`config.mk`:
```
export PLATFORM = sky130hd
export DESIGN_NAME = int_alu
export DESIGN_NICKNAME = d
export VERILOG_FILES = /design/src/rtl/alu_pkg.sv /design/src/rtl/alu_ctrl.sv /design/src/rtl/alu_datapath.sv /design/src/rtl/int_alu.sv
export SDC_FILE = /design/constraint.sdc
export NUM_CORES = 1
export LEC_CHECK = 0
export ABC_CLOCK_PERIOD_IN_PS = 8000
export BUFFER_PORTS_ARGS = -buffer_cell sky130_fd_sc_hd__buf_4
export CAP_MARGIN = 10
export CORE_MARGIN = 2
export CORE_UTILIZATION = 40
export DETAILED_ROUTE_END_ITERATION = 6
export RECOVER_POWER = 25
export REMOVE_ABC_BUFFERS = 1
export SLEW_MARGIN = 30
export SYNTH_ARGS = -nofsm -noshare
export SYNTH_HDL_FRONTEND = slang
export SYNTH_SLANG_ARGS = --single-unit
```
`constraint.sdc`:
```
create_clock -name vclk -period 8
set_input_delay 0.4 -clock vclk [all_inputs]
set_output_delay 0.4 -clock vclk [all_outputs]
set_load 0.02 [all_outputs]
```
`src/rtl/alu_pkg.sv`:
```
package alu_pkg;
  localparam int OP_W = 4;

  typedef enum logic [OP_W-1:0] {
    OP_ADD  = 4'd0,
    OP_ADDU = 4'd1,
    OP_SUB  = 4'd2,
    OP_SUBU = 4'd3,
    OP_AND  = 4'd4,
    OP_OR   = 4'd5,
    OP_XOR  = 4'd6,
    OP_NOR  = 4'd7,
    OP_SLT  = 4'd8,
    OP_SLTU = 4'd9
  } opCode_e;

  typedef enum logic [2:0] {
    RES_ZERO,
    RES_ARITH,
    RES_AND,
    RES_OR,
    RES_XOR,
    RES_NOR,
    RES_SET
  } resSel_e;

  typedef struct packed {
    logic    doSub;
    logic    trapEn;
    logic    signCmp;
    logic    zeroExt;
    logic    valid;
    resSel_e resSel;
  } ctrlStrobe_t;
endpackage

```
`src/rtl/alu_ctrl.sv`:
```
module alu_ctrl
  import alu_pkg::*;
(
  input  logic [OP_W-1:0] opSel,
  input  logic            ovfRaw,
  output ctrlStrobe_t     strobe,
  output logic            wrEn,
  output logic            trapReq
);
  always_comb begin
    strobe = '{doSub: 1'b0, trapEn: 1'b0, signCmp: 1'b0, zeroExt: 1'b0,
               valid: 1'b1, resSel: RES_ARITH};
    case (opSel)
      OP_ADD:  strobe.trapEn = 1'b1;
      OP_ADDU: ;
      OP_SUB:  begin strobe.doSub = 1'b1; strobe.trapEn = 1'b1; end
      OP_SUBU: strobe.doSub = 1'b1;
      OP_AND:  begin strobe.resSel = RES_AND; strobe.zeroExt = 1'b1; end
      OP_OR:   begin strobe.resSel = RES_OR;  strobe.zeroExt = 1'b1; end
      OP_XOR:  begin strobe.resSel = RES_XOR; strobe.zeroExt = 1'b1; end
      OP_NOR:  begin strobe.resSel = RES_NOR; strobe.zeroExt = 1'b1; end
      OP_SLT:  begin strobe.resSel = RES_SET; strobe.signCmp = 1'b1; end
      OP_SLTU: strobe.resSel = RES_SET;
      default: begin strobe.resSel = RES_ZERO; strobe.valid = 1'b0; end
    endcase
  end

  assign trapReq = strobe.trapEn & ovfRaw;
  assign wrEn    = strobe.valid & ~trapReq;
endmodule

```
`src/rtl/alu_datapath.sv`:
```
module alu_datapath
  import alu_pkg::*;
#(
  parameter int DATA_W = 32,
  parameter int IMM_W  = 16
) (
  input  ctrlStrobe_t       strobe,
  input  logic [DATA_W-1:0] opA,
  input  logic [DATA_W-1:0] opB,
  input  logic [IMM_W-1:0]  imm,
  input  logic              useImm,
  output logic [DATA_W-1:0] result,
  output logic              ovfRaw
);
  localparam int MSB   = DATA_W - 1;
  localparam int EXT_W = DATA_W - IMM_W;

  logic [DATA_W-1:0] immExt;
  logic [DATA_W-1:0] bEff;
  logic [DATA_W-1:0] bAdd;
  logic [DATA_W-1:0] sum;
  logic              lessS;
  logic              lessU;
  logic              setBit;

  generate
    if (EXT_W > 0) begin : g_ext
      assign immExt = strobe.zeroExt ? {{EXT_W{1'b0}}, imm}
                                     : {{EXT_W{imm[IMM_W-1]}}, imm};
    end else begin : g_noext
      assign immExt = imm[DATA_W-1:0];
    end
  endgenerate

  assign bEff  = useImm ? immExt : opB;
  assign bAdd  = strobe.doSub ? ~bEff : bEff;
  assign sum   = opA + bAdd + {{(DATA_W-1){1'b0}}, strobe.doSub};
  assign ovfRaw = (opA[MSB] == bAdd[MSB]) && (sum[MSB] != opA[MSB]);

  assign lessU  = opA < bEff;
  assign lessS  = (opA[MSB] != bEff[MSB]) ? opA[MSB] : lessU;
  assign setBit = strobe.signCmp ? lessS : lessU;

  always_comb begin
    case (strobe.resSel)
      RES_ARITH: result = sum;
      RES_AND:   result = opA & bEff;
      RES_OR:    result = opA | bEff;
      RES_XOR:   result = opA ^ bEff;
      RES_NOR:   result = ~(opA | bEff);
      RES_SET:   result = {{(DATA_W-1){1'b0}}, setBit};
      default:   result = '0;
    endcase
  end
endmodule

```
`src/rtl/int_alu.sv`:
```
module int_alu
  import alu_pkg::*;
#(
  parameter int DATA_W = 32,
  parameter int IMM_W  = 16
) (
  input  logic [DATA_W-1:0] opA,
  input  logic [DATA_W-1:0] opB,
  input  logic [IMM_W-1:0]  imm,
  input  logic              useImm,
  input  logic [OP_W-1:0]   opSel,
  output logic [DATA_W-1:0] result,
  output logic              wrEn,
  output logic              trapReq
);
  ctrlStrobe_t strobe;
  logic        ovfRaw;

  alu_ctrl u_ctrl (
    .opSel   (opSel),
    .ovfRaw  (ovfRaw),
    .strobe  (strobe),
    .wrEn    (wrEn),
    .trapReq (trapReq)
  );

  alu_datapath #(.DATA_W(DATA_W), .IMM_W(IMM_W)) u_dp (
    .strobe (strobe),
    .opA    (opA),
    .opB    (opB),
    .imm    (imm),
    .useImm (useImm),
    .result (result),
    .ovfRaw (ovfRaw)
  );
endmodule

```
==> metrics.txt, run 1 <==
Die Wd=119.7 um; crit path time final=5.250 ns; TNS Setup=0 ns; worst-path fanout max=32; Synth Instances=785; placed wire-length estimate=11,600 um; post-synthesis adder-cell area fraction=30.53%; GRT overflow=0; gr usage total=20.14%; Synth Area in Simple Gates=16.04%; core area=13,140 um2; worst hold path class=in -> out; Clock buffer cells=0; met2 WL=7258 um; Slew Limit Fails=0; remaining antenna violation count=0; WS Path Type=in -> out; GP Congestion=0.8920; Final Setup Violations=0; share of cells above drive strength 1=15.49%; metal3 WL=376 um; post-CTS sizing=0; worst vdd ir=0.04037 mV; setup repair bufs after CTS=0; first-pass GRT wire length=24,450 um; Syn Area/Cell=6.819 um2; Hold Violations, Final=0; Arrival @ worst endpoint=4.85 ns; CP Capture Type=output port; drt via density=5.190; RSZ-0062 raised after global routing=no; largest family of logic cells by synthesized area=adder cells; Die H=119.7 um; Final Total Pwr=540.2 uW; vias in the first global route=5,011; pwr/cell area=85.68 nW/um2; FFs & Latches=0; Inserted Diodes=0; Reg area=0 um2; Boundary Pins=119; Worst Tran Pin Value=1.337 ns; die area=14,320 um2; Synth Warn #=0; Pleak=3.268 nW; Worst Path Required=7.60 ns; placed cell count=1,041; Routed WL=14,900 um; 1st-pass router iterations=4; Peak Freq=190.5 MHz; Area Overhead vs Synth=17.79%; WL/cell=14.32 um; CP startpoint kind=input port; multiplexer share of the synthesized area=6.148%; pin count of the biggest net entering global routing=93; Netlist cell types=62; Metal-1 WL=7267 um; Compound-Gate Fraction of Synth Area=28.75%; antenna violations before repair=0; placement row count=42; initial DRC count=178; Relative slew margins=10.86%; fin cells=1,041; hold buffers post-CTS=0; DRC violations left=0; Initial Util=40.74%; max-cap violations=0; Final Net Count=1,082; XOR/XNOR share of the synthesized area=8.509%; sequential share of the synthesized area=0%; Final Util=47.99%; most frequent cells in the layout=ha_1, buf_4, inv_1; top sig layer=met3; DR vias=5,403; outcome=completed; final period utilization=65.62%; commonest non-fill, non-tap cell in the layout=ha_1; Post-Synthesis Cell Area=5353 um2; I/O Buffers=119
[report_power, final]
part | leakage, nW | internal, mW | total, mW | switching [mW]
Clock | 0 | 0 | 0 | 0
Sequential | 0 | 0 | 0 | 0
Combinational | 3.27 | 0.230 | 0.540 | 0.310
Total | 3.27 | 0.230 | 0.540 | 0.310
[metrics by stage]
stage | setup slack [ns] | cell area [um2] | hold WS, ns
floorplan | 1.351 | 5187 | 0.8455
global placement | 3.478 | 6336 | 1.271
detailed placement | 3.283 | 6336 | 1.277
CTS | 3.265 | 6336 | 1.277
global route | 2.391 | 6305 | 1.305
finish | 2.750 | 6305 | 1.276
[cell families after synthesis]
logic type      count (synthesis)
simple gates                  180
xor+xnor                       52
compound gates                249
mux                            32
buf+inv                       142
fa+ha+maj                     130
[layer usage]
layer  global-route usage [%]  vias to the layer above
met1                    28.00                     2439
met3                   0.2852                        0
met2                    36.61                       88
li1                         -                     2876
met4                   0.8824                        0
met5                        0                        -
[final timing paths]
check | from | endpoint | depth (start not counted)
hold / removal | opA[31] | trapReq | 4
setup / recovery | opSel[1] | result[30] | 15
[cell usage after synthesis (3+ instances only)]
master,count,area (um2)
buf_1,5,18.77
o211ai_1,7,52.55
nand4_1,9,56.30
nor2_1,49,183.9
o21ai_1,4,20.02
xor2_1,8,70.07
o22ai_1,13,81.33
o21a_1,5,37.54
and3_1,7,43.79
a21oi_1,67,335.3
nand2_1,58,217.7
nor3b_1,3,22.52
xnor2_1,44,385.4
ha_1,129,1614
o311ai_0,3,26.28
mux2i_1,30,300.3
nand2b_1,5,31.28
a31oi_1,4,25.02
inv_1,99,371.6
o21ai_0,88,440.4
nor2b_1,14,87.58
or3_1,5,31.28
a21o_1,16,120.1
o21bai_1,9,67.56
nor4_1,4,25.02
clkbuf_1,37,138.9
nor3_1,6,30.03
nand3_1,10,50.05
[cell type report]
class              instances  area [um2]
fillers                 1400        6833
well taps                176       220.2
inverters                 99       371.6
repair buffers           123       912.1
multi-input cells        643        4801
[worst max-delay path, stage by stage]
cell and delay, ns:
buf_4 0.30, nor3b_1 0.29, clkbuf_1 1.01, mux2_1 0.30, inv_1 0.08, fa_1 0.38
nor2b_1 0.20, o2111ai_1 0.20, a21o_1 0.29, a21oi_4 0.22, a41o_1 0.28, a21oi_1 0.11
or4_1 0.47, nand3_1 0.14, buf_4 0.16
Power figures use the tool's default switching activity.
==> run 2: changes to the inputs <==
Settings changed: ABC_CLOCK_PERIOD_IN_PS 8000 to 4900.
Clock period 8 ns to 4.9 ns, I/O delays scaled along.
==> run 2 against run 1 <==
Critical endpoint is now result[29]. Combinational power is 65% higher. Power is 64% higher. Design area is 0.67% higher. Critical path type unchanged. Highest routed layer is now met4. Final cell count is 0.38% higher. Largest cell class unchanged. Global-route usage is 0.074 points higher. Critical path depth stayed put.
==> metrics.txt, run 2 (synthesized netlist as in run 1, its figures left out) <==
Die H=119.7 um (unchanged); DR vias=5,453 (+0.93%); pwr/cell area=140.0 nW/um2 (+63%); TNS Setup=0 ns (unchanged); RSZ-0062 raised after global routing=no; WL/cell=14.33 um (+0.13%); CP startpoint kind=input port; Boundary Pins=119 (unchanged); Final Setup Violations=0 (unchanged); met1 Usage GRT=26.92% (-1.1 points); NetSw=509.4 uW (+64%); CP max-delay cell=nor3b_2; Largest delay share family, worst path=compound AO/OA/AOI/OAI gates; GR Layer Usage met3=0.9506% (+0.67 points); most frequent cells in the layout=ha_1, buf_4, inv_1; die area=14,320 um2 (unchanged); crit path time final=4.161 ns; Critical Path, Cell by Cell=buf_4 > buf_4 > nor3b_2 > buf_4 > xnor2_1 > ha_1 > a21oi_1 > o221ai_1 > a21oi_1 > o22ai_2 > a21oi_2 > o21ai_1 > and3_1 > a2111oi_2 > buf_4; worst hold path class=in -> out; switching share of power=57.32% (about the same); CP Capture Type=output port; Clock buffer cells=0 (unchanged); commonest non-fill, non-tap cell in the layout=ha_1; hold buffers post-CTS=0 (unchanged); post-CTS sizing=0 (unchanged); share of cells above drive strength 1=16.23% (+0.73 points); Worst Tran Pin Value=0.8678 ns (-0.4693 ns); remaining antenna violation count=0 (unchanged); Worst Path Required=4.66 ns (-2.94 ns); WS Path Type=in -> out; placed cell area=6366 um2 (+0.47%); Final Net Count=1,086 (+0.37%); setup repair bufs after CTS=0 (unchanged); worst vdd ir=0.06154 mV (+52%); internal power=379.2 uW (+65%); core area=13,140 um2 (unchanged); Reg area=0 um2 (unchanged); drt via density=5.218 (+0.54%); GP Congestion=0.8884 (-0.40%); placed wire-length estimate=11,980 um (+3.3%); Routed WL=14,980 um (+0.51%); M2 GR Usage=37.68% (+1.1 points); gr usage total=20.21% (+0.074 points); worst-path fanout max=32 (unchanged); Most common cell on crit path=buf_4; Inserted Diodes=0 (unchanged); Arrival @ worst endpoint=3.92 ns (-0.93 ns); Die Wd=119.7 um (unchanged); first-pass GRT wire length=24,430 um (about the same); Top Usage Layer GRT=met2; Area Overhead vs Synth=18.58%; Finished Cell Area=6347 um2 (+0.67%); FFs & Latches=0 (unchanged); outcome=completed; final period utilization=84.92%; final hold slack=0.9524 ns (-0.3238 ns); vias in the first global route=5,019 (+0.16%); placement row count=42 (unchanged); pin count of the biggest net entering global routing=93 (unchanged); Relative slew margins=42.15% (+31 points); share of power burned in combinational logic=100.0% (about the same); number of buffers and inverters on the critical path=4 (unchanged); worst stage delay on the critical path=0.41 ns (-0.60 ns); GRT overflow=0 (unchanged); Slew Limit Fails=0 (unchanged); Clk pwr share=0% (unchanged); Initial Util=40.74% (unchanged); Pleak=3.297 nW (+0.89%); max-cap violations=0 (unchanged); Hold Violations, Final=0 (unchanged); initial DRC count=199 (+12%); I/O Buffers=119 (unchanged); sequential power share=0% (unchanged); Peak Freq=240.3 MHz; antenna violations before repair=0 (unchanged); 1st-pass router iterations=4 (unchanged); DRC violations left=0 (unchanged)
run 2: layout make-up:
cell class	instances	area [um2]
fillers	1461	6790
multi-input cells	643	4806
repair buffers	127	949.7
inverters	99	371.6
well taps	176	220.2
run 2: stage by stage:
stage	utilization, %	worst slack, ns	total power, mW	instances
after CTS	48.46	0.8182	0.8963	1045
after floorplan	-	-1.439	0.6012	742
after global placement	48.46	0.8191	0.8907	1045
after global routing	48.31	0.4411	0.9946	1045
after detailed placement	48.46	0.8304	0.8916	1045
final	48.31	0.7387	0.8886	1045
run 2: worst paths after layout:
| check | startpoint | cells after the start | endpoint | slack, ns |
|---|---|---|---|---|
| min | opA[31] | 4 | trapReq | 0.95 |
| max | opSel[2] | 15 | result[29] | 0.74 |
run 2: tightest hold or removal path, cell delays in order:
cell and delay [ns]:
buf_4 0.13, nand3b_1 0.08, mux2i_1 0.08, buf_4 0.17
run 2: power by group through the flow:
stage / combinational (mW) / sequential [mW] / clock (mW)
after CTS: 0.896 / 0 / 0
after global placement: 0.891 / 0 / 0
final: 0.889 / 0 / 0
after global routing: 0.995 / 0 / 0
after detailed placement: 0.892 / 0 / 0
after floorplan: 0.601 / 0 / 0
run 2: layer usage:
metal	vias up	share of wire, %
li1	2885	-
met1	2467	49
met2	97	48
met3	4	2.9
met4	0	0.60
met5	-	0
